[src/rtl/sdl_pkg.sv]
package sdl_pkg;

  // Destination encoded by the final bit of a frame
  typedef enum logic {
    DEST_DIV = 1'b0,
    DEST_REF = 1'b1
  } dest_e;

  function automatic int unsigned max_w(input int unsigned a, input int unsigned b);
    return (a > b) ? a : b;
  endfunction

endpackage

[src/rtl/sdl_sync.sv]
module sdl_sync #(
  parameter int W      = 1,
  parameter int STAGES = 2,
  parameter bit EDGE   = 1'b0
) (
  input  logic         clk,
  input  logic         rst_n,
  input  logic [W-1:0] async_i,
  output logic [W-1:0] sig_o
);

  localparam int DEPTH = STAGES + (EDGE ? 1 : 0);

  for (genvar g = 0; g < W; g++) begin : g_bit
    logic [DEPTH-1:0] chain_q;
    logic [DEPTH-1:0] chain_d;

    always_comb begin
      chain_d = {chain_q[DEPTH-2:0], async_i[g]};
    end

    always_ff @(posedge clk or negedge rst_n) begin
      if (!rst_n) begin
        chain_q <= '0;
      end else begin
        chain_q <= chain_d;
      end
    end

    if (EDGE) begin : g_edge
      assign sig_o[g] = chain_q[STAGES-1] & ~chain_q[STAGES];


      edge_single_chk: assert property (@(posedge clk) disable iff (!rst_n)
        sig_o[g] |=> !sig_o[g]);
    end else begin : g_level
      assign sig_o[g] = chain_q[STAGES-1];
    end
  end

endmodule

[src/rtl/sdl_shift.sv]
module sdl_shift #(
  parameter int SR_W = 19
) (
  input  logic            clk,
  input  logic            rst_n,
  input  logic            shift_en,
  input  logic            bit_i,
  output logic [SR_W-1:0] sr_o
);

  logic [SR_W-1:0] sr_q;
  logic [SR_W-1:0] sr_d;

  always_comb begin
    sr_d = sr_q;
    if (shift_en) begin
      sr_d = {sr_q[SR_W-2:0], bit_i};
    end
  end

  always_ff @(posedge clk or negedge rst_n) begin
    if (!rst_n) begin
      sr_q <= '0;
    end else begin
      sr_q <= sr_d;
    end
  end

  assign sr_o = sr_q;


  shift_in_chk: assert property (@(posedge clk) disable iff (!rst_n)
    shift_en |=> (sr_q[0] == $past(bit_i)) && (sr_q[SR_W-1:1] == $past(sr_q[SR_W-2:0])));


  shift_hold_chk: assert property (@(posedge clk) disable iff (!rst_n)
    !shift_en |=> $stable(sr_q));

endmodule

[src/rtl/sdl_latch.sv]
module sdl_latch
  import sdl_pkg::*;
#(
  parameter int REF_W   = 14,
  parameter int SWL_W   = 7,
  parameter int PRG_W   = 11,
  parameter int REF_MIN = 8,
  parameter int PRG_MIN = 16,
  parameter int SR_W    = 19
) (
  input  logic             clk,
  input  logic             rst_n,
  input  logic             load_en,
  input  logic [SR_W-1:0]  sr_i,
  output logic [REF_W-1:0] ref_o,
  output logic             sw_o,
  output logic [SWL_W-1:0] swl_o,
  output logic [PRG_W-1:0] prg_o,
  output logic             err_o
);

  localparam int REF_LSB = 2;
  localparam int SWL_LSB = 1;
  localparam int PRG_LSB = SWL_LSB + SWL_W;

  dest_e            dest;
  logic             fr_sw;
  logic [REF_W-1:0] fr_ref;
  logic [SWL_W-1:0] fr_swl;
  logic [PRG_W-1:0] fr_prg;
  logic             ref_ok;
  logic             div_ok;

  logic [REF_W-1:0] ref_q, ref_d;
  logic             sw_q, sw_d;
  logic [SWL_W-1:0] swl_q, swl_d;
  logic [PRG_W-1:0] prg_q, prg_d;
  logic             err_q, err_d;

  always_comb begin
    dest   = dest_e'(sr_i[0]);
    fr_sw  = sr_i[1];
    fr_ref = sr_i[REF_LSB +: REF_W];
    fr_swl = sr_i[SWL_LSB +: SWL_W];
    fr_prg = sr_i[PRG_LSB +: PRG_W];
    ref_ok = (fr_ref >= REF_W'(REF_MIN));
    div_ok = (fr_prg >= PRG_W'(PRG_MIN)) && (PRG_W'(fr_swl) < fr_prg);
  end

  always_comb begin
    ref_d = ref_q;
    sw_d  = sw_q;
    swl_d = swl_q;
    prg_d = prg_q;
    err_d = err_q;
    if (load_en) begin
      if (dest == DEST_REF) begin
        if (ref_ok) begin
          ref_d = fr_ref;
          sw_d  = fr_sw;
          err_d = 1'b0;
        end else begin
          err_d = 1'b1;
        end
      end else begin
        if (div_ok) begin
          swl_d = fr_swl;
          prg_d = fr_prg;
          err_d = 1'b0;
        end else begin
          err_d = 1'b1;
        end
      end
    end
  end

  always_ff @(posedge clk or negedge rst_n) begin
    if (!rst_n) begin
      ref_q <= '0;
      sw_q  <= 1'b0;
      swl_q <= '0;
      prg_q <= '0;
      err_q <= 1'b0;
    end else begin
      ref_q <= ref_d;
      sw_q  <= sw_d;
      swl_q <= swl_d;
      prg_q <= prg_d;
      err_q <= err_d;
    end
  end

  assign ref_o = ref_q;
  assign sw_o  = sw_q;
  assign swl_o = swl_q;
  assign prg_o = prg_q;
  assign err_o = err_q;


  ref_hold_chk: assert property (@(posedge clk) disable iff (!rst_n)
    !(load_en && sr_i[0]) |=> $stable(ref_q) && $stable(sw_q));


  div_hold_chk: assert property (@(posedge clk) disable iff (!rst_n)
    !(load_en && !sr_i[0]) |=> $stable(swl_q) && $stable(prg_q));


  ref_min_chk: assert property (@(posedge clk) disable iff (!rst_n)
    !$stable(ref_q) |-> (ref_q >= REF_W'(REF_MIN)));


  prg_min_chk: assert property (@(posedge clk) disable iff (!rst_n)
    !$stable(prg_q) |-> (prg_q >= PRG_W'(PRG_MIN)));


  swl_below_chk: assert property (@(posedge clk) disable iff (!rst_n)
    (!$stable(prg_q) || !$stable(swl_q)) |-> (PRG_W'(swl_q) < prg_q));


  err_src_chk: assert property (@(posedge clk) disable iff (!rst_n)
    !$stable(err_q) |-> $past(load_en));

endmodule

[src/rtl/sdl_loader.sv]
module sdl_loader #(
  parameter int REF_W   = 14,
  parameter int SWL_W   = 7,
  parameter int PRG_W   = 11,
  parameter int REF_MIN = 8,
  parameter int PRG_MIN = 16,
  parameter int STAGES  = 2
) (
  input  logic             clk,
  input  logic             rst_n,
  input  logic             ser_data_i,
  input  logic             ser_clk_i,
  input  logic             ser_le_i,
  output logic [REF_W-1:0] ref_div_o,
  output logic             presc_sel_o,
  output logic [SWL_W-1:0] swallow_o,
  output logic [PRG_W-1:0] prog_div_o,
  output logic             ratio_err_o
);

  localparam int REF_FRAME = REF_W + 2;
  localparam int DIV_FRAME = SWL_W + PRG_W + 1;
  localparam int SR_W      = int'(sdl_pkg::max_w(REF_FRAME, DIV_FRAME));

  logic [1:0]      rst_pipe_q;
  logic            rst_int_n;
  logic [0:0]      data_sync;
  logic [1:0]      edge_sync;
  logic            shift_en;
  logic            load_en;
  logic [SR_W-1:0] sr;

  always_ff @(posedge clk or negedge rst_n) begin
    if (!rst_n) begin
      rst_pipe_q <= '0;
    end else begin
      rst_pipe_q <= {rst_pipe_q[0], 1'b1};
    end
  end

  assign rst_int_n = rst_pipe_q[1];

  sdl_sync #(.W(1), .STAGES(STAGES), .EDGE(1'b0)) u_data_sync (
    .clk     (clk),
    .rst_n   (rst_int_n),
    .async_i (ser_data_i),
    .sig_o   (data_sync)
  );

  sdl_sync #(.W(2), .STAGES(STAGES), .EDGE(1'b1)) u_edge_sync (
    .clk     (clk),
    .rst_n   (rst_int_n),
    .async_i ({ser_le_i, ser_clk_i}),
    .sig_o   (edge_sync)
  );

  assign shift_en = edge_sync[0];
  assign load_en  = edge_sync[1];

  sdl_shift #(.SR_W(SR_W)) u_shift (
    .clk      (clk),
    .rst_n    (rst_int_n),
    .shift_en (shift_en),
    .bit_i    (data_sync[0]),
    .sr_o     (sr)
  );

  sdl_latch #(
    .REF_W   (REF_W),
    .SWL_W   (SWL_W),
    .PRG_W   (PRG_W),
    .REF_MIN (REF_MIN),
    .PRG_MIN (PRG_MIN),
    .SR_W    (SR_W)
  ) u_latch (
    .clk     (clk),
    .rst_n   (rst_int_n),
    .load_en (load_en),
    .sr_i    (sr),
    .ref_o   (ref_div_o),
    .sw_o    (presc_sel_o),
    .swl_o   (swallow_o),
    .prg_o   (prog_div_o),
    .err_o   (ratio_err_o)
  );


  reset_zero_chk: assert property (@(posedge clk)
    !rst_n |-> (ref_div_o == '0) && (prog_div_o == '0) && !ratio_err_o);

endmodule

[config.mk]
export PLATFORM = sky130hd
export DESIGN_NAME = sdl_loader
export DESIGN_NICKNAME = d
export VERILOG_FILES = /design/src/rtl/sdl_pkg.sv /design/src/rtl/sdl_sync.sv /design/src/rtl/sdl_shift.sv /design/src/rtl/sdl_latch.sv /design/src/rtl/sdl_loader.sv
export SDC_FILE = /design/constraint.sdc
export NUM_CORES = 1
export LEC_CHECK = 0
export BUFFER_PORTS_ARGS = -buffer_cell sky130_fd_sc_hd__buf_2
export CAP_MARGIN = 15
export CORE_MARGIN = 8
export CORE_UTILIZATION = 50
export DETAILED_ROUTE_END_ITERATION = 10
export GPL_ROUTABILITY_DRIVEN = 0
export HOLD_SLACK_MARGIN = 0.1
export PLACE_DENSITY = 0.72
export REMOVE_ABC_BUFFERS = 1
export SLEW_MARGIN = 15
export SYNTH_ARGS = -nofsm -noshare
export SYNTH_HDL_FRONTEND = slang
export SYNTH_SLANG_ARGS = --single-unit
export TNS_END_PERCENT = 5
[constraint.sdc]
create_clock -name clk -period 2.3 [get_ports clk]
set_clock_uncertainty 0.2 [all_clocks]
set_input_delay 0.23 -clock clk [delete_from_list [all_inputs] [get_ports clk]]
set_output_delay 0.23 -clock clk [all_outputs]
set_load 0.01 [all_outputs]
# Word level (Yosys, flattened, before mapping)
# Index checks and enable logic that the tools add are counted.
[classes] addsub=0 mul=0 n_div=0 order_cmp=3 n_eq_ne=0 shifts=0 muxes=3 bitwise=5 n_reduce_logical=3
[ops] operator="$ge 14x4->1 const B" count=1
[ops] operator="$ge 11x5->1 const B" count=1
[ops] operator="$lt 7x11->1" count=1
[ops] operator="$reduce_and 3->1" count=2
[ops] operator="$mux 1" count=3
[ops] operator="$not 1->1" count=3
[ops] operator="$and 1x1->1" count=2
[ops] operator="$logic_and 1x1->1" count=1
[totals] regBits=63 latch_bits=0 ram_bits=0 romBits=0 inputBits=5 output_inout_bits=34 word_cells=24 mem_count=0

# Longest topological paths before layout
# Gate-level depths: netlist of run 1.
[depth] depth_word=4 mapped_depth=8 ltp_nobuf=6

# Cells and area by module
# Synthesis of run 1 repeated with hierarchy kept, for this count alone.
[hier_totals] hier_cells=159 hier_area_um2=2570.0
[modules_own_cells] mod="sdl_latch" n_inst=1 cells_per_inst=106 area_each_um2=1530.2 seq_area_each_um2=850.8
[modules_own_cells] mod="sdl_shift" n_inst=1 cells_per_inst=40 area_each_um2=758.2 seq_area_each_um2=475.5
[modules_own_cells] mod="sdl_sync (u_edge_sync)" n_inst=1 cells_per_inst=8 area_each_um2=177.7 seq_area_each_um2=150.1
[modules_own_cells] mod="sdl_loader" n_inst=1 cells_per_inst=3 area_each_um2=53.8 seq_area_each_um2=50.0
[modules_own_cells] mod="sdl_sync (u_data_sync)" n_inst=1 cells_per_inst=2 area_each_um2=50.0 seq_area_each_um2=50.0

# Worst setup path after synthesis of run 1
# OpenSTA, ideal clock, no wires.
[synth_path] kind="reg2reg" start="register u_shift.sr_q[5], in the netlist u_shift.sr_o[5]" end="register u_latch.prg_q[6], in the netlist u_latch.prg_o[6]" setup_ns=0.125 arrival_ns=1.801 required_time_ns=1.975 slack_ns=0.174 path_stages_with_launch=8 n_path_buf=2 synth_period_minus_slack_ns=2.126 cell_sequence="dfrtp_1 -> ha_1 -> a211oi_1 -> o21ai_0 -> o21a_1 -> buf_6 -> buf_12 -> mux2_4"
[synth_between] elab_chain_len=3
[synth_lines] item="from (decl)" line_no="sdl_shift.sv:11" text="logic [SR_W-1:0] sr_q;"
[synth_lines] item="from (signal assigned)" line_no="sdl_shift.sv:25" text="sr_q <= sr_d;"
[synth_lines] item="$lt 7x11->1" line_no="sdl_latch.sv:47" text="div_ok = (fr_prg >= PRG_W'(PRG_MIN)) && (PRG_W'(fr_swl) < fr_prg);"
[synth_lines] item="$logic_and 1x1->1" line_no="sdl_latch.sv:47"
[synth_lines] item="$reduce_and 3->1 (no line)"
[synth_lines] item="to (signal assigned)" line_no="sdl_latch.sv:88" text="prg_q <= prg_d;"
[synth_lines] item="to (decl)" line_no="sdl_latch.sv:37" text="logic [PRG_W-1:0] prg_q, prg_d;"
# No other way between the ends.
# A chain may end at the register's enable or synchronous reset.

# Final worst setup path of run 1
[layout_path] start="register u_shift.sr_q[5], in the netlist u_shift.sr_o[5]" end="register u_latch.swl_q[4], in the netlist u_latch.swl_o[4]"
[layout_between] elab_chain_len=3
[layout_lines] item="$lt 7x11->1" line_no="sdl_latch.sv:47"
[layout_lines] item="$logic_and 1x1->1" line_no="sdl_latch.sv:47"
[layout_lines] item="$reduce_and 3->1 (no line)"
[layout_lines] item="to (signal assigned)" line_no="sdl_latch.sv:87" text="swl_q <= swl_d;"
[layout_lines] item="to (decl)" line_no="sdl_latch.sv:36" text="logic [SWL_W-1:0] swl_q, swl_d;"
# Parallel ways exist; a longest one is shown, timed or not.

==> flow_metrics.env, run 1 <==
export IMPL_synth_top_area_share_pct=63.1
export IMPL_pwr_density_cell_nw_per_um2=1130
export IMPL_cp_required_ns=2.31
export IMPL_power_mw=3.45
export IMPL_cts_inserted_buffers=9
export IMPL_period_needed_ns=2.25
export IMPL_grt_pass1_wl_um=8020
export IMPL_postSynthCellCount=165
export IMPL_vias=1526
export IMPL_grt_util_all_layers_pct=14.2
export IMPL_finalHoldViolations=0
export IMPL_synth_area_leaders="dfrtp_1 (63%), mux2_2 (16%), mux2_4 (6.0%)"
export IMPL_fill_cells=367
export IMPL_coreArea_um2=4790
export IMPL_postSynthAreaPerCell_um2=15.1
export IMPL_crit_arrival_ns=2.25
export IMPL_fin_util_pct=64.1
export IMPL_post_cts_setup_buffers=0
export IMPL_post_route_period_util_pct=97.8
export IMPL_timing_fmax_mhz=445
export IMPL_multi_input_area_um2=847
export IMPL_pin_count=39
export IMPL_clk_latency_ns=0.32
export IMPL_ys_warn_count=0
export IMPL_numPortBuffers=38
export IMPL_layout_nets=237
export IMPL_ys_ff_latch=63
export IMPL_cap_viol_max_count=0
export IMPL_setup_viol=0
export IMPL_finalNonFillerCells=296
export IMPL_drcViolationCount=0
export IMPL_via_per_inst=5.16
export IMPL_p_leak_nw=1.59
export IMPL_critPathKind="flip-flop to flip-flop"
export IMPL_rows=25
export IMPL_crit_path_max_incr_delay_ns=0.40
export IMPL_yosysSeqAreaShare_pct=63.1
export IMPL_first_iter_violations=62
export IMPL_grt_max_degree=32
export IMPL_path_cells="ha_1, a211oi_1, o21ai_0, o21a_1, buf_4, mux2_4"
export IMPL_antenna_found_initial=0
export IMPL_max_slew_margin_pct=66.6
export IMPL_cts_max_path_buffers=2
export IMPL_initial_core_util_pct=52.2
export IMPL_cts_sinks=63
export IMPL_cts_tree="yes"
export IMPL_outcome="completed"
export IMPL_htreeDepth=3
export IMPL_start_kind="flip-flop"
export IMPL_cp_max_fo=5
export IMPL_end_kind="flip-flop"
export IMPL_dp_cells=274
export IMPL_peakVddDrop_v=0.000637
export IMPL_seqCellArea_um2=1580
export IMPL_hold_class="flip-flop to flip-flop"
export IMPL_worstMarginPinSlew_ns=0.501
export IMPL_clk_pin_slew_ns=0.06
export IMPL_postRouteAntennaNets=0
export IMPL_cpMaxStageDelayCell="dfrtp_1"
export IMPL_drive_gt1_share_pct=48.0
export IMPL_maxSlewViolCount=0
export IMPL_grt_ovfl_total=0
export IMPL_post_dp_hpwl_um=3490
export IMPL_synth_top_cell_by_area="dfrtp_1"
export IMPL_setup_tns_ns=0
export IMPL_dr_pass1_iters=6
export IMPL_die_y_um=86.7
export IMPL_placed_cell_area_um2=2820
export IMPL_syn_area_um2=2500
export IMPL_synth_cell_type_count=25
export IMPL_grt_pass1_vias=1644
export IMPL_cts_root_buf="clkbuf_8"
export IMPL_diodes=0
export IMPL_post_drt_wl_per_cell_um=16.4
export IMPL_syn2layout_area_growth_pct=22.8
export IMPL_fin_area_um2=3070
export IMPL_fp_dieArea_um2=7520
export IMPL_drt_wl_total_um=4860
export IMPL_die_w_um=86.7
report_power, final:
| group | switching [mW] | internal (mW) | leakage, nW | total (mW) |
|---|---|---|---|---|
| clock | 0.361 | 0.437 | 0.0854 | 0.798 |
| sequential | 0.213 | 1.39 | 0.821 | 1.61 |
| combinational | 0.506 | 0.544 | 0.679 | 1.05 |
| total | 1.08 | 2.37 | 1.59 | 3.45 |
Yosys cell counts:
master,number
buf_1,1
o21ai_0,10
nor4_1,4
clkbuf_1,2
nand4_1,1
nor3_1,3
nand2_1,8
inv_1,7
o21a_1,1
o22ai_1,1
a311oi_2,1
nand2b_4,1
ha_1,6
dfrtp_1,63
a211oi_2,1
buf_12,1
o31ai_1,1
mux2_2,35
nor2_1,1
conb_1,1
buf_6,2
a211oi_1,1
or3_1,1
mux2_4,10
nand2b_1,2
worst max-delay path, delay by kind of cell, from the launching register on:
family	cells	cell delay, ns
buffers and inverters	1	0.18
multiplexers	1	0.30
flip-flops	1	0.40
AO/OA/AOI/OAI	3	0.74
adder cells (fa/ha/maj)	1	0.31
layout make-up:
cell class | count | area share, %
Clock inverter | 1 | 0.163
Clock buffer | 13 | 5.18
Sequential cell | 63 | 51.4
Timing Repair Buffer | 56 | 12.1
Inverter | 7 | 0.856
Tap cell | 67 | 2.73
Multi-Input combinational cell | 89 | 27.6
through the flow:
stage | setup slack, ns | hold slack (ns)
2_1_floorplan | -0.0884 | -0.266
3_3_place_gp | 0.172 | -0.186
3_5_place_dp | 0.107 | -0.183
4_1_cts | 0.0682 | 0.150
5_1_grt | -0.0328 | 0.155
6_report | 0.0517 | 0.148
cell families (layout without fill, tap and decap cells):
kind of cell | count (synthesis) | after routing | synth area share, %
DFF | 63 | 63 | 63.1
muxes | 45 | 45 | 21.8
buffers and inverters | 13 | 77 | 3.20
AOI/OAI and AO/OA | 16 | 16 | 4.26
other | 1 | 1 | 0.150
and+or+nand+nor | 21 | 21 | 4.51
adders and majority gates | 6 | 6 | 3.00
final timing paths:
path                                                       from                         endpoint  slack, ns  depth (start not counted)
worst max-delay path                            u_shift.sr_o[5]                 u_latch.swl_o[4]       0.05                          6
worst min-delay path            u_data_sync.g_bit[0].chain_q[0]  u_data_sync.g_bit[0].chain_q[1]       0.15                          0
worst max register to register                  u_shift.sr_o[5]                 u_latch.swl_o[4]       0.05                          6
worst min register to register  u_data_sync.g_bit[0].chain_q[0]  u_data_sync.g_bit[0].chain_q[1]       0.15                          0
max in group asynchronous                         rst_pipe_q[1]                  u_shift.sr_o[2]       1.03                          2
min in group asynchronous                         rst_pipe_q[1]                 u_latch.ref_o[4]       0.50                          1
metal layers:
metal	wire length, um	GRT usage [%]
met1	2010	15.8
met2	2460	23.1
met3	300	6.62
met4	82	5.48
met5	0	0
cell usage in the layout, fill, tap and decap left out, types with 2 or more instances in the layout:
master,netlist,routed
dfrtp_1,63,62
buf_2,0,38
mux2_2,35,35
clkbuf_8,0,11
o21ai_0,10,10
mux2_4,10,10
nand2_1,8,8
dlygate4sd3_1,0,8
buf_4,0,8
inv_1,7,7
ha_1,6,6
nor4_1,4,4
nand2b_1,2,2
nor3_1,3,2
clkbuf_1,2,2
buf_12,1,2
registers in the layout, indices dropped and copies added, names as in the netlist, 2 cells and up:
signal	count
u_latch.prg_o	11
rst_pipe_q	2
u_data_sync.g_bit.chain_q	2
u_edge_sync.g_bit.chain_q	6
u_latch.ref_o	14
u_latch.swl_o	7
u_shift.sr_o	19
what timing repair did:
action                     CTS  global route
hold endpoints to repair    11             0
resized for setup            0             1
hold buffers                 8             0
setup endpoints to repair    0             9
No activity file was read; power rests on OpenSTA's default activity.
==> inputs of run 2 (changes only) <==
Settings changed: CTS_BUF_LIST set to sky130_fd_sc_hd__clkbuf_4 sky130_fd_sc_hd__clkbuf_8 sky130_fd_sc_hd__clkbuf_16, GPL_TIMING_DRIVEN set to 0, PLACE_DENSITY 0.72 to 0.74.
Clock period 2.3 ns to 1.8 ns, I/O delays scaled along.
==> run 2 against run 1 <==
Effect of this change:
- the flow now finishes with violations (setup timing)
- clock power grew 47%
- first-iteration DRC count grew 44%
- total power grew 51%
- hold slack gained 0.0069 ns
==> flow_metrics.env, run 2 (synthesis gave the netlist of run 1 again) <==
export IMPL_start_kind="flip-flop"
export IMPL_switching_share_pct=32.6
export IMPL_pin_count=39
export IMPL_cp_num_buf_inv=2
export IMPL_post_route_period_util_pct=117
export IMPL_initial_core_util_pct=52.2
export IMPL_hold_path_cell_count=0
export IMPL_clk_pin_slew_ns=0.06
export IMPL_crit_arrival_ns=2.13
export IMPL_multi_input_area_um2=1020
export IMPL_timing_fmax_mhz=474
export IMPL_layout_nets=246
export IMPL_coreArea_um2=4790
export IMPL_grt_ovfl_total=0
export IMPL_cts_tree="yes"
export IMPL_largest_reg_flops=19
export IMPL_crit_path_max_incr_delay_ns=0.41
export IMPL_path_cells="inv_1, ha_1, a211oi_2, nor3_4, o21a_4, buf_12, mux2_4"
export IMPL_worstMarginPinSlew_ns=0.751
export IMPL_setup_ws_ns=-0.312
export IMPL_die_y_um=86.7
export IMPL_crit_family="compound AO/OA/AOI/OAI gates"
export IMPL_vias=1610
export IMPL_timing_rr_start="u_shift.sr_o[10]"
export IMPL_rsz0062_at_grt="yes"
export IMPL_pre_cts_ws_ns=-1.04
export IMPL_p_leak_nw=1.72
export IMPL_grt_util_all_layers_pct=15.4
export IMPL_drive_gt1_share_pct=61.1
export IMPL_post_drt_wl_per_cell_um=18.5
export IMPL_max_slew_margin_pct=49.9
export IMPL_pwr_density_cell_nw_per_um2=1540
export IMPL_seqCellArea_um2=1580
export IMPL_end_kind="flip-flop"
export IMPL_hp_start="rst_pipe_q[0]"
export IMPL_syn2layout_area_growth_pct=35.5
export IMPL_layout_common_cells="dfrtp_1 (59), buf_2 (38), mux2_2 (27), mux2_4 (18), buf_4 (16)"
export IMPL_drt_wl_total_um=5660
export IMPL_rr_worst_depth=7
export IMPL_rrSetupSlack_ns=-0.31
export IMPL_failed_checks="setup timing"
export IMPL_layout_commonest_cell="dfrtp_1"
export IMPL_postRouteAntennaNets=0
export IMPL_sequentialPowerShare_pct=39.9
export IMPL_combPwrFrac_pct=37.7
export IMPL_cp_required_ns=1.82
export IMPL_peakVddDrop_v=0.000850
export IMPL_diodes=0
export IMPL_numPortBuffers=38
export IMPL_via_per_inst=5.26
export IMPL_first_iter_violations=89
export IMPL_p_int_mw=3.52
export IMPL_cts_max_path_buffers=2
export IMPL_drcViolationCount=0
export IMPL_cpMaxStageDelayCell="dfrtp_1"
export IMPL_fill_cells=317
export IMPL_grt_pass1_wl_um=8670
export IMPL_switching_power_mw=1.71
export IMPL_outcome="complete, but fails checks"
export IMPL_post_dp_hpwl_um=2920
export IMPL_maxSlewViolCount=0
export IMPL_rows=25
export IMPL_cts_root_buf="clkbuf_8"
export IMPL_critPathKind="flip-flop to flip-flop"
export IMPL_min_to="rst_pipe_q[1]"
export IMPL_htreeDepth=3
export IMPL_clk_latency_ns=0.34
export IMPL_timing_rr_end="u_latch.prg_o[10]"
export IMPL_clkPwrFrac_pct=22.4
export IMPL_fp_dieArea_um2=7520
export IMPL_setup_viol=34
export IMPL_cts_sinks=63
export IMPL_hold_class="flip-flop to flip-flop"
export IMPL_dr_pass1_iters=4
export IMPL_grt_pass1_vias=1742
export IMPL_cap_viol_max_count=0
export IMPL_cp_max_fo=8
export IMPL_holdWs_ns=0.155
export IMPL_die_w_um=86.7
export IMPL_finalHoldViolations=0
export IMPL_period_needed_ns=2.11
export IMPL_grt_max_degree=62
export IMPL_cts_inserted_buffers=9
export IMPL_antenna_found_initial=0
## run 2: layer usage
metal / track usage (%) / wire (um) / up-vias
li1: - / - / 721
met1: 17.9 / 2380 / 828
met2: 23.0 / 2770 / 45
met3: 6.52 / 322 / 16
met4: 9.39 / 178 / 0
met5: 0 / 0 / -
## run 2: how the worst max path moves through the flow
stage / from / endpoint / slack [ns] / cells past startpoint
2_1_floorplan: u_shift.sr_o[12] / u_latch.prg_o[0] / -0.59 / 6
3_3_place_gp: u_shift.sr_o[12] / u_latch.prg_o[0] / -1.00 / 6
3_5_place_dp: u_shift.sr_o[12] / u_latch.prg_o[10] / -1.04 / 6
4_1_cts: u_shift.sr_o[6] / u_latch.prg_o[10] / -0.24 / 6
5_1_grt: u_shift.sr_o[10] / u_latch.prg_o[5] / -0.39 / 7
6_report: u_shift.sr_o[10] / u_latch.prg_o[10] / -0.31 / 7
## run 2: area by class of cell
cell class | instances | share of cell area [%]
multi-input cells | 89 | 30.1
well taps | 67 | 2.48
repair buffers | 65 | 14.2
clock buffers | 15 | 5.73
flip-flops and latches | 63 | 46.8
inverters | 7 | 0.776
## run 2: what timing repair did
action	in CTS	in global routing
resized for setup	27	12
pin swaps	8	7
hold endpoints to repair	5	0
gates cloned	1	0
setup buffers	16	5
hold buffers	5	0
endpoints found under the setup margin	45	34
## run 2: stage by stage
step	setup TNS [ns]	area (um^2)	power, mW	utilization, %	cells
after global routing	-8.95	3390	5.50	70.7	306
after floorplan	-30.96	2440	2.84	-	159
final	-6.94	3390	5.23	70.7	306
after detailed placement	-23.84	2730	3.31	57.1	264
after global placement	-84.45	2720	3.23	56.8	264
after CTS	-7.19	3280	4.90	68.6	301
## run 2: power groups by stage
stage / Sequential [mW] / Clock (mW) / Combinational [mW]
after CTS: 2.05 / 1.19 / 1.66
after global placement: 2.10 / 0 / 1.13
after floorplan: 2.16 / 0 / 0.680
final: 2.09 / 1.17 / 1.97
after global routing: 2.13 / 1.25 / 2.12
after detailed placement: 2.12 / 0 / 1.19
## run 2: worst register-to-register path, cell delays in order (launching register included)
cell and delay, ns:
dfrtp_1 0.41, inv_1 0.08, ha_1 0.21, a211oi_2 0.29, nor3_4 0.09, o21a_4 0.27, buf_12 0.16, mux2_4 0.30
==> inputs of run 3 (changes only) <==
Settings changed: CORE_MARGIN 8 to not set.
==> run 3 against run 2 <==
Effect of this change:
- the run still ends with setup timing left
- critical endpoint is now u_latch.swl_o[6]
- critical path depth stayed put
- global-route usage increased by 8.5 points
- maximum frequency fell by 0.11%
- hold slack barely moved
- non-clock buffer count is 1 higher
- largest cell class unchanged
- clock-buffer cell count down 3
- sequential share of layout area grew 0.68 points
- total power shrank 4.6%
- sequential power hardly changed
==> flow_metrics.env, run 3 (synthesis gave the netlist of run 1 again) <==
export IMPL_outcome="complete, but fails checks"
export IMPL_failed_checks="setup timing"
export IMPL_drive_gt1_share_pct=59.4
export IMPL_die_y_um=72.7
export IMPL_cts_tree="yes"
export IMPL_cts_inserted_buffers=9
export IMPL_clk_latency_ns=0.34
export IMPL_fp_dieArea_um2=5280
export IMPL_setup_tns_ns=-5.56
export IMPL_timing_fmax_mhz=473
export IMPL_peakVddDrop_v=0.000789
export IMPL_first_iter_violations=77
export IMPL_die_w_um=72.7
export IMPL_fin_util_pct=70.1
export IMPL_rows=25
export IMPL_critPathKind="flip-flop to flip-flop"
export IMPL_setup_ws_ns=-0.314
export IMPL_largest_reg_flops=19
export IMPL_syn2layout_area_growth_pct=33.5
export IMPL_grt_ovfl_total=0
export IMPL_postRouteAntennaNets=0
export IMPL_setup_viol=32
export IMPL_htreeDepth=3
export IMPL_crit_arrival_ns=2.13
export IMPL_pwr_density_cell_nw_per_um2=1500
export IMPL_post_dp_hpwl_um=2890
export IMPL_drcViolationCount=0
export IMPL_antenna_found_initial=0
export IMPL_cpMaxStageDelayCell="dfrtp_1"
export IMPL_layout_nets=247
export IMPL_cts_root_buf="clkbuf_8"
export IMPL_finalHoldViolations=0
export IMPL_layout_common_cells="dfrtp_1 (60), buf_2 (38), mux2_2 (27), mux2_4 (18), buf_4 (17)"
export IMPL_numPortBuffers=38
export IMPL_start_kind="flip-flop"
export IMPL_vias=1602
export IMPL_initial_core_util_pct=52.6
export IMPL_cts_max_path_buffers=2
export IMPL_hold_class="flip-flop to flip-flop"
export IMPL_cp_required_ns=1.81
export IMPL_layout_commonest_cell="dfrtp_1"
export IMPL_coreArea_um2=4750
export IMPL_power_mw=4.99
export IMPL_via_per_inst=5.24
export IMPL_worstMarginPinSlew_ns=0.756
export IMPL_grt_pass1_wl_um=9000
export IMPL_cts_sinks=63
export IMPL_maxSlewViolCount=0
export IMPL_finalNonFillerCells=306
export IMPL_post_route_period_util_pct=117
export IMPL_diodes=0
export IMPL_post_drt_wl_per_cell_um=17.5
export IMPL_end_kind="flip-flop"
export IMPL_drt_wl_total_um=5340
export IMPL_grt_max_degree=62
export IMPL_crit_path_max_incr_delay_ns=0.39
export IMPL_path_cells="inv_2, ha_4, nand4_1, nor3_2, o21a_4, buf_12, mux2_4"
export IMPL_dr_pass1_iters=4
export IMPL_cp_max_fo=6
export IMPL_period_needed_ns=2.11
export IMPL_p_leak_nw=1.71
export IMPL_rsz0062_at_grt="yes"
export IMPL_cap_viol_max_count=0
export IMPL_grt_pass1_vias=1747
export IMPL_dp_cells=264
export IMPL_max_slew_margin_pct=49.6
export IMPL_clk_pin_slew_ns=0.07
export IMPL_pin_count=39
export IMPL_grt_util_all_layers_pct=23.9
run 3: cell count changes in the layout (fill, tap and decap cells not counted), sizes merged:
cell / before / now
clkinv: 0 / 2
clkbuf: 15 / 12
buf: 60 / 61
run 3: critical path, delay by kind of cell, from the launching register on:
kind                       cells  cell delay [ns]
and+or+nand+nor                2             0.37
DFF                            1             0.39
muxes                          1             0.30
AOI/OAI and AO/OA              1             0.24
adders and majority gates      1             0.26
buffers and inverters          2             0.22
run 3: cell type report:
cell class / count / area, um^2
clock buffers: 12 / 153
fillers: 338 / 1420
flip-flops and latches: 63 / 1580
inverters: 7 / 26.3
repair buffers: 66 / 478
clock inverters: 2 / 10.0
well taps: 67 / 83.8
multi-input cells: 89 / 1000
run 3: worst paths after layout:
path | from | endpoint | depth (start not counted) | slack [ns]
max | u_shift.sr_o[11] | u_latch.swl_o[6] | 7 | -0.31
min reg2reg | u_data_sync.g_bit[0].chain_q[0] | u_data_sync.g_bit[0].chain_q[1] | 0 | 0.15
max in group asynchronous | rst_pipe_q[1] | u_shift.sr_o[5] | 0 | 0.65
min in group asynchronous | rst_pipe_q[1] | u_shift.sr_o[10] | 0 | 0.21
max reg2reg | u_shift.sr_o[11] | u_latch.swl_o[6] | 7 | -0.31
min | u_data_sync.g_bit[0].chain_q[0] | u_data_sync.g_bit[0].chain_q[1] | 0 | 0.15
run 3: power by group:
| part | internal, mW | switching, mW |
|---|---|---|
| Combinational | 1.03 | 0.850 |
| Clock | 0.548 | 0.495 |
| Sequential | 1.78 | 0.284 |
run 3: repair_timing:
item                                    in CTS  in global routing
gates cloned                                 1                  0
endpoints found under the setup margin      34                 53
gates resized for setup                     33                  2
hold buffers                                 5                  0
setup buffers                               21                  1
pin swaps                                    7                  3
hold endpoints to repair                     5                  0
run 3: layer usage:
layer | part of all wire, % | global-route usage (%) | vias to the layer above
li1 | - | - | 718
met1 | 42 | 29.1 | 831
met2 | 52 | 39.1 | 42
met3 | 4.4 | 7.60 | 11
met4 | 1.9 | 10.7 | 0
met5 | 0 | 0 | -
run 3: per-stage QoR:
stage,area [um^2],setup WS [ns],hold WS (ns)
finish,3330,-0.314,0.154
global route,3330,-0.374,0.166
CTS,3320,-0.244,0.156
detailed placement,2730,-1.07,-0.229
global placement,2720,-0.927,-0.235
floorplan,2440,-0.588,-0.316
